File: src/rtl/i2c_wait_release.sv
module i2c_wait_release #(
  parameter int BYTE_W = 8
) (
  input  logic              clk,
  input  logic              rst_n,
  input  logic              en,
  input  logic              master,
  input  logic              wake_mode,
  input  logic              ev_ninth_fall,
  input  logic              wr_data,
  input  logic [BYTE_W-1:0] wr_byte,
  input  logic              set_release,
  input  logic              set_start,
  input  logic              set_stop,
  input  logic              set_busrel,
  output logic              scl_hold,
  output logic              sda_low,
  output logic              wait_pending,
  output logic              act_valid,
  output logic [1:0]        act_code,
  output logic [BYTE_W-1:0] tx_byte
);
  localparam logic [1:0] ACT_TX = 2'd0, ACT_RX = 2'd1, ACT_RS = 2'd2, ACT_SP = 2'd3;

  logic waiting, freed;
  logic stop_ok, start_ok, any_ok, accept;
  logic [1:0] winner;

  assign stop_ok  = set_stop & master;
  assign start_ok = set_start & master;
  assign any_ok   = stop_ok | start_ok | wr_data | set_release;
  assign accept   = en & ~set_busrel & waiting & ~wake_mode & any_ok;
  assign winner   = stop_ok ? ACT_SP : start_ok ? ACT_RS : wr_data ? ACT_TX : ACT_RX;

  assign scl_hold     = waiting;
  assign wait_pending = waiting;

  always_ff @(posedge clk or negedge rst_n) begin
    if (!rst_n) begin
      waiting   <= 1'b0;
      freed     <= 1'b0;
      sda_low   <= 1'b0;
      act_valid <= 1'b0;
      act_code  <= ACT_RX;
      tx_byte   <= '0;
    end else if (!en) begin
      waiting   <= 1'b0;
      freed     <= 1'b0;
      sda_low   <= 1'b0;
      act_valid <= 1'b0;
      act_code  <= ACT_RX;
    end else if (set_busrel) begin
      waiting   <= 1'b0;
      freed     <= 1'b1;
      sda_low   <= 1'b0;
      act_valid <= 1'b0;
    end else begin
      act_valid <= accept;
      if (accept) begin
        waiting  <= 1'b0;
        act_code <= winner;
        case (winner)
          ACT_TX: begin
            tx_byte <= wr_byte;
            sda_low <= ~wr_byte[BYTE_W-1];
          end
          ACT_SP:  sda_low <= 1'b1;
          default: sda_low <= 1'b0;
        endcase
      end else if (!waiting) begin
        if (freed) begin
          if (set_start) freed <= 1'b0;
        end else if (ev_ninth_fall) begin
          waiting <= 1'b1;
        end
      end
    end
  end

  a_r1_enter: assert property (@(posedge clk) disable iff (!rst_n)
    (en && !set_busrel && !waiting && !freed && ev_ninth_fall) |=> (wait_pending && scl_hold));
  a_r8_wake_holds: assert property (@(posedge clk) disable iff (!rst_n)
    (en && !set_busrel && waiting && wake_mode) |=> wait_pending);
  a_r7_no_change_outside: assert property (@(posedge clk) disable iff (!rst_n)
    (en && !set_busrel && !waiting) |=> ($stable(sda_low) && $stable(act_code) && $stable(tx_byte) && !act_valid));
  a_r9_bus_free: assert property (@(posedge clk) disable iff (!rst_n)
    (en && set_busrel) |=> (!scl_hold && !sda_low && !wait_pending));
  a_r10_disable: assert property (@(posedge clk) disable iff (!rst_n)
    !en |=> (!wait_pending && !sda_low && !act_valid));
  a_r11_one_pulse: assert property (@(posedge clk) disable iff (!rst_n)
    act_valid |=> !act_valid);
  a_r11_fall_with_pulse: assert property (@(posedge clk) disable iff (!rst_n)
    act_valid |-> (!wait_pending && $past(wait_pending)));
endmodule

File: config.mk
export PLATFORM = sky130hd
export DESIGN_NAME = i2c_wait_release
export DESIGN_NICKNAME = d
export VERILOG_FILES = /design/src/rtl/i2c_wait_release.sv
export SDC_FILE = /design/constraint.sdc
export NUM_CORES = 1
export LEC_CHECK = 0
export BUFFER_PORTS_ARGS = -buffer_cell sky130_fd_sc_hd__buf_2
export CORE_MARGIN = 8
export CORE_UTILIZATION = 47
export DETAILED_ROUTE_END_ITERATION = 8
export GPL_ROUTABILITY_DRIVEN = 0
export GPL_TIMING_DRIVEN = 0
export PLACE_DENSITY = 0.81
export SYNTH_ARGS = -nofsm -noshare
export SYNTH_HDL_FRONTEND = slang
export SYNTH_SLANG_ARGS = --single-unit
File: constraint.sdc
create_clock -name clk -period 2.2 [get_ports clk]
set_input_delay 0.22 -clock clk [delete_from_list [all_inputs] [get_ports clk]]
set_output_delay 0.22 -clock clk [all_outputs]
set_load 0.005 [all_outputs]
Yosys cells after proc, flatten, opt, wreduce, memory -nomap -nowiden --
Cells that the tools add are included.
Storage, ports and cells: bits in registers 14, latch bits 0, memory bits (writable) 0, bits in read-only memories 0, memories kept 0
Cells by class: $add $sub $neg 0, multiply operators 0, divide/modulo/power cells 0, magnitude comparators 0, eq/ne operators 6, shifts and indexed selects 0, muxes and demuxes 24, bitwise gates (word level) 12, reduce and logical (&&, ||, !) cells 4
Operators by type and width (number):
- 1-bit two-way mux | 18
- 2-bit two-way mux | 5
- 1-bit AND | 6
- 3-bit inequality test, second input constant | 2
- 2-bit AND reduction | 2
- 4-bit AND reduction | 1
- 3-bit by 1-bit inequality test with 1-bit output, second input constant | 1
- 1-bit NOT | 3
- 1-bit OR | 3
- 2-bit == test, second input constant | 1
- 2-bit zero test | 1
- 2-bit by 1-bit inequality test with 1-bit output, second input constant | 1
- 2-bit inequality test, second input constant | 1
- 1-bit one-hot mux with 2 select lines | 1

Longest topological paths before layout --
word-level depth 8, gate-level depth with buffers 8

Worst setup path before layout --
No wires, ideal clock.
kind in2reg, from input set_start, to register tx_byte[0], setup time 0.125 ns, data arrival time 1.345 ns, data required time 2.075 ns, slack 0.730 ns, stages on the path 8, path buffers 1, path through a21oi_1 a21o_2 inv_1 ha_1 inv_1 a211o_1 buf_6 mux2_4
On the way: longest elaborated chain between the ends 6
RTL lines:
- from (decl) | line 13 | input logic set_start,
- 1-bit AND * | line 30 | assign start_ok = set_start & master;
- 1-bit OR (3 in a row) | line 31 | assign any_ok = stop_ok | start_ok | wr_data | set_release;
- 1-bit AND | line 32 | assign accept = en & ~set_busrel & waiting & ~wake_mode & any_ok;
- 4-bit AND reduction (no source line) *
- to (signal assigned) | line 64 | tx_byte <= wr_byte;
- to (decl) | line 21 | output logic [BYTE_W-1:0] tx_byte
Every way passes the cells marked *; elsewhere a longest branch is shown, timed or not. A chain may end at the register's enable or synchronous reset.

Worst setup path in the final report --
from register waiting (netlist: scl_hold), to register tx_byte[3]
On the way: longest elaborated chain between the ends 4
RTL lines:
- from (decl) | line 25 | logic waiting, freed;
- from (signal assigned) | line 40 | waiting <= 1'b0;
- from (signal assigned) | line 47 | waiting <= 1'b0;
- from (signal assigned) | line 53 | waiting <= 1'b0;
- 1-bit AND (3 in a row) | line 32
- 4-bit AND reduction (no source line)
Every way passes these cells.

==> report_table.html <==
<table>
<tr><th>Metric</th><th>Value</th></tr>
<tr><th colspan="2">Placed design</th></tr>
<tr><td>Port Buf Inserts</td><td>32</td></tr>
<tr><td>Placed wire-length estimate</td><td>1.303 mm</td></tr>
<tr><td>Pre-CTS setup slack</td><td>0.5077 ns</td></tr>
<tr><th colspan="2">Critical path</th></tr>
<tr><td>Data arrival time at the worst-slack endpoint</td><td>1.67 ns</td></tr>
<tr><td>Data required time of the critical path</td><td>2.37 ns</td></tr>
<tr><td>Terminus of the critical flop-to-flop path</td><td>tx_byte[3]</td></tr>
<tr><td>CP Max Fanout</td><td>8</td></tr>
<tr><td>Crit-path slowest cell</td><td>sky130_fd_sc_hd__dfrtp_1</td></tr>
<tr><td>Crit path cell chain</td><td>nand4bb_1, a211o_1, buf_6, mux2_4</td></tr>
<tr><td>Worst Setup Start Kind</td><td>flip-flop</td></tr>
<tr><td>R2r startpoint</td><td>scl_hold</td></tr>
<tr><td>R2R setup slack</td><td>0.70 ns</td></tr>
<tr><td>CP Capture Type</td><td>flip-flop</td></tr>
<tr><td>Bufs and invs on worst path</td><td>1</td></tr>
<tr><td>Delay of the slowest critical-path stage</td><td>0.43 ns</td></tr>
<tr><td>Number of cells on the worst reg-to-reg path</td><td>4</td></tr>
<tr><td>Startpoint-to-endpoint class of the critical path</td><td>reg2reg</td></tr>
<tr><td>Family with the most delay on the worst path</td><td>flip-flops</td></tr>
<tr><th colspan="2">Worst hold path</th></tr>
<tr><td>Endpoint of the worst hold-timing path</td><td>scl_hold</td></tr>
<tr><td>Path class of the lowest-slack min-delay path</td><td>in2reg</td></tr>
<tr><td>Hold Path Depth</td><td>2</td></tr>
<tr><td>Launch point of the worst hold path</td><td>set_busrel</td></tr>
<tr><th colspan="2">Drt</th></tr>
<tr><td>Post-detailed-route DRC marker count</td><td>0</td></tr>
<tr><td>Total wire length after detailed routing</td><td>1.555 mm</td></tr>
<tr><td>Antenna-violating nets left</td><td>0</td></tr>
<tr><td>Number of detailed-routing iterations run before antenna repair</td><td>4</td></tr>
<tr><td>Mean routed wirelength per cell</td><td>14.53 um</td></tr>
<tr><td>DRC violation total after the first TritonRoute iteration</td><td>5</td></tr>
<tr><td>Vias per Instance</td><td>4.953</td></tr>
<tr><td>Number of vias in the routed layout</td><td>530</td></tr>
<tr><th colspan="2">Layout</th></tr>
<tr><td>Growth of design area from synthesis to finish</td><td>32.44%</td></tr>
<tr><td>Post-layout net count</td><td>113</td></tr>
<tr><td>Fraction of final layout cells sized beyond drive strength 1</td><td>56.04%</td></tr>
<tr><td>Sequential Area</td><td>351.6 um2</td></tr>
<tr><td>Number of antenna cells inserted</td><td>0</td></tr>
<tr><td>Layout fillers</td><td>116</td></tr>
<tr><td>Multi-input gate area</td><td>302.8 um2</td></tr>
<tr><th colspan="2">STA</th></tr>
<tr><td>Crit path setup slack, layout</td><td>0.6995 ns</td></tr>
<tr><td>Number of slew-limit violations in the final report</td><td>0</td></tr>
<tr><td>Share of the clock period used by the worst path after layout</td><td>68.20%</td></tr>
<tr><td>Final sum of negative setup slack</td><td>0 ns</td></tr>
<tr><td>Worst-margin pin slew</td><td>0.3387 ns</td></tr>
<tr><td>Worst-case headroom to the max-slew limit</td><td>76.84%</td></tr>
<tr><td>Setup repair after global routing missed its margin</td><td>false</td></tr>
<tr><td>Number of endpoints failing setup at the final stage</td><td>0</td></tr>
<tr><td>Total count of hold-check failures in the final report</td><td>0</td></tr>
<tr><td>Achievable Freq</td><td>666.5 MHz</td></tr>
<tr><td>Layout Skew</td><td>0.007753 ns</td></tr>
<tr><td>Tmin final</td><td>1.500 ns</td></tr>
<tr><th colspan="2">Synth</th></tr>
<tr><td>Distinct cell type count of the synthesized netlist</td><td>23</td></tr>
<tr><td>Yosys warning total</td><td>0</td></tr>
<tr><td>Share of the synthesized area in compound gates (AO/OA/AOI/OAI)</td><td>13.08%</td></tr>
<tr><td>Total standard cell area after synthesis</td><td>698.2 um2</td></tr>
<tr><td>Multiplexer fraction of the synthesized cell area</td><td>20.07%</td></tr>
<tr><td>Mapped Nets</td><td>75</td></tr>
<tr><td>Fraction of the mapped netlist area in simple logic gates</td><td>6.631%</td></tr>
<tr><td>Dominant combinational cell family by area after synthesis</td><td>multiplexers</td></tr>
<tr><td>Mapped Cells</td><td>54</td></tr>
<tr><td>Syn_area_per_cell</td><td>12.93 um2</td></tr>
<tr><td>Adder and majority cell fraction of the synthesized area</td><td>3.584%</td></tr>
<tr><td>Share of the yosys chip area belonging to registers</td><td>50.36%</td></tr>
<tr><td>Xor and xnor area share after synthesis</td><td>0%</td></tr>
<tr><td>Flip-flop and latch count after synthesis</td><td>14</td></tr>
<tr><th colspan="2">Clock network</th></tr>
<tr><td>CTS sink count</td><td>14</td></tr>
<tr><td>Clock latency reported for the late side of the worst-skew pair</td><td>0.28 ns</td></tr>
<tr><td>Deepest clock path buffer count</td><td>2</td></tr>
<tr><td>Post-CTS Repair Setup Buffers</td><td>0</td></tr>
<tr><td>Number of gates given a new drive strength after cts</td><td>0</td></tr>
<tr><td>CTS H-tree depth</td><td>1</td></tr>
<tr><td>TritonCTS clock tree</td><td>built</td></tr>
<tr><td>Total clock buffers created by CTS</td><td>3</td></tr>
<tr><td>CTS clk-pin slew, worst paths</td><td>0.09 ns</td></tr>
<tr><td>Cell at the root of the clock tree</td><td>sky130_fd_sc_hd__clkbuf_4</td></tr>
<tr><th colspan="2">Floorplan</th></tr>
<tr><td>Rows</td><td>14</td></tr>
<tr><td>Starting utilization of the core area</td><td>48.02%</td></tr>
<tr><td>Core box area</td><td>0.001454 mm2</td></tr>
<tr><td>Die width</td><td>54.54 um</td></tr>
<tr><td>Number of ports placed on the die boundary</td><td>33</td></tr>
<tr><td>Overall die height</td><td>54.54 um</td></tr>
<tr><td>Die Footprint</td><td>0.002975 mm2</td></tr>
<tr><th colspan="2">Power</th></tr>
<tr><td>Power per standard cell area</td><td>599.7 mW/mm2</td></tr>
<tr><td>Switching Power</td><td>0.1313 mW</td></tr>
<tr><td>Clock power frac</td><td>33.7%</td></tr>
<tr><td>Largest vdd supply drop</td><td>0.0002813 V</td></tr>
<tr><td>Relative contribution of combinational cells to total power</td><td>15.8%</td></tr>
<tr><td>Switching Share</td><td>23.68%</td></tr>
<tr><td>Internal power summed over all cells</td><td>0.4232 mW</td></tr>
<tr><td>Leakage power</td><td>0.5534 nW</td></tr>
<tr><td>Portion of total power attributed to sequential cells</td><td>50.5%</td></tr>
<tr><th colspan="2">Global route</th></tr>
<tr><td>Total global routing track utilization</td><td>11.19%</td></tr>
<tr><td>Maximum number of pins on one net before global-route repair</td><td>15</td></tr>
<tr><td>Final global-route overflow total</td><td>0</td></tr>
<tr><td>Antenna violations before repair</td><td>0</td></tr>
<tr><td>First-pass GRT wire length</td><td>2.442 mm</td></tr>
<tr><td>Vias in the first global route</td><td>581</td></tr>
<tr><th colspan="2">Outcome</th></tr>
<tr><td>Outcome</td><td>complete, no violations</td></tr>
<tr><th colspan="2">Job</th></tr>
<tr><td>Max-cap violations</td><td>0</td></tr>
</table>
## sequential cells by signal, summed over array words and instances, names as in the netlist
name / count
act_code: 2
act_valid: 1
freed: 1
scl_hold: 1
sda_low: 1
tx_byte: 8
## power groups by stage
stage	combinational [mW]	sequential (mW)	clock (mW)
after floorplan	0.0403	0.286	0
after global placement	0.0840	0.285	0
after detailed placement	0.0873	0.286	0
after CTS	0.0893	0.280	0.187
after global routing	0.0977	0.282	0.201
final	0.0875	0.280	0.187
## worst register-to-register path: cells and delay by family (launching register included)
family / cells / cell delay, ns
buffers and inverters: 1 / 0.15
AO/OA/AOI/OAI: 1 / 0.32
AND/OR/NAND/NOR: 1 / 0.18
multiplexers: 1 / 0.30
flip-flops: 1 / 0.43
## routing by layer
layer	global-route usage, %	vias to the layer above	wire length [um]
met1	11.38	255	619
met4	5.328	0	17
met5	0	-	0
li1	-	262	-
met3	1.630	2	46
met2	21.56	11	872
## Yosys cell counts
| cell | number | area (um2) |
|---|---|---|
| sky130_fd_sc_hd__buf_6 | 1 | 11.26 |
| sky130_fd_sc_hd__ha_1 | 2 | 25.02 |
| sky130_fd_sc_hd__dfrtp_1 | 13 | 325.3 |
| sky130_fd_sc_hd__nand4bb_1 | 1 | 11.26 |
| sky130_fd_sc_hd__a211oi_1 | 1 | 7.510 |
| sky130_fd_sc_hd__inv_1 | 5 | 18.77 |
| sky130_fd_sc_hd__nand2b_1 | 1 | 6.260 |
| sky130_fd_sc_hd__o22ai_1 | 1 | 6.260 |
| sky130_fd_sc_hd__nor2b_1 | 1 | 6.260 |
| sky130_fd_sc_hd__a2111oi_0 | 1 | 8.760 |
| sky130_fd_sc_hd__inv_4 | 1 | 6.260 |
| sky130_fd_sc_hd__buf_4 | 1 | 7.510 |
| sky130_fd_sc_hd__mux2_4 | 8 | 120.1 |
| sky130_fd_sc_hd__nand2_1 | 1 | 3.750 |
| sky130_fd_sc_hd__nor2_1 | 3 | 11.26 |
| sky130_fd_sc_hd__dfstp_2 | 1 | 26.28 |
| sky130_fd_sc_hd__a211o_1 | 1 | 8.760 |
| sky130_fd_sc_hd__a21oi_1 | 4 | 20.02 |
| sky130_fd_sc_hd__mux2i_1 | 2 | 20.02 |
| sky130_fd_sc_hd__a21o_2 | 2 | 17.52 |
| sky130_fd_sc_hd__nand3b_1 | 1 | 7.510 |
| sky130_fd_sc_hd__o21bai_1 | 1 | 7.510 |
| sky130_fd_sc_hd__o21a_4 | 1 | 15.01 |
## worst max-delay path by stage
| stage | startpoint | to | slack [ns] | depth (start not counted) |
|---|---|---|---|---|
| 6_report | scl_hold | tx_byte[3] | 0.70 | 4 |
| 5_1_grt | scl_hold | tx_byte[1] | 0.65 | 4 |
| 4_1_cts | scl_hold | tx_byte[6] | 0.71 | 4 |
| 3_5_place_dp | set_start | tx_byte[6] | 0.51 | 9 |
| 3_3_place_gp | set_start | tx_byte[1] | 0.55 | 9 |
| 2_1_floorplan | set_start | tx_byte[0] | 0.73 | 8 |
## repair_timing
| action | in CTS | in global routing |
|---|---|---|
| hold buffers | 1 | 0 |
| endpoints found under the hold margin | 13 | 0 |
| endpoints found under the setup margin | 0 | 0 |
## cells in the final DEF (no fill, tap or decap), types with 2 or more instances in the layout
| cell | n |
|---|---|
| sky130_fd_sc_hd__clkbuf_4 | 3 |
| sky130_fd_sc_hd__nor2_1 | 3 |
| sky130_fd_sc_hd__dfrtp_1 | 13 |
| sky130_fd_sc_hd__ha_1 | 2 |
| sky130_fd_sc_hd__buf_2 | 32 |
| sky130_fd_sc_hd__a21o_2 | 2 |
| sky130_fd_sc_hd__mux2i_1 | 2 |
| sky130_fd_sc_hd__inv_1 | 5 |
| sky130_fd_sc_hd__mux2_4 | 8 |
| sky130_fd_sc_hd__a21oi_1 | 4 |
## cells by family after synthesis
logic type | count (synthesis)
flops | 14
compound gates | 12
mux | 10
buf+inv | 8
simple gates | 8
fa+ha+maj | 2
## final cells by class
| cell class | count | area share [%] |
|---|---|---|
| repair buffers | 33 | 18.40 |
| multi-input cells | 32 | 32.75 |
| clock buffers | 4 | 3.924 |
| inverters | 6 | 2.706 |
| plain buffers | 2 | 2.030 |
| flip-flops and latches | 14 | 38.02 |
| well taps | 16 | 2.165 |
## through the flow
step	utilization [%]	power [mW]	hold WS (ns)	instances	cell area [um2]
6_report	63.60	0.5545	0.1599	107	924.6
5_1_grt	63.60	0.5804	0.1580	107	924.6
4_1_cts	63.60	0.5570	0.1592	107	924.6
3_5_place_dp	60.41	0.3729	0.1308	102	878.3
3_3_place_gp	60.41	0.3686	0.1189	102	878.3
2_1_floorplan	-	0.3261	-0.07559	54	698.2
No activity file was read; power rests on OpenSTA's default activity.
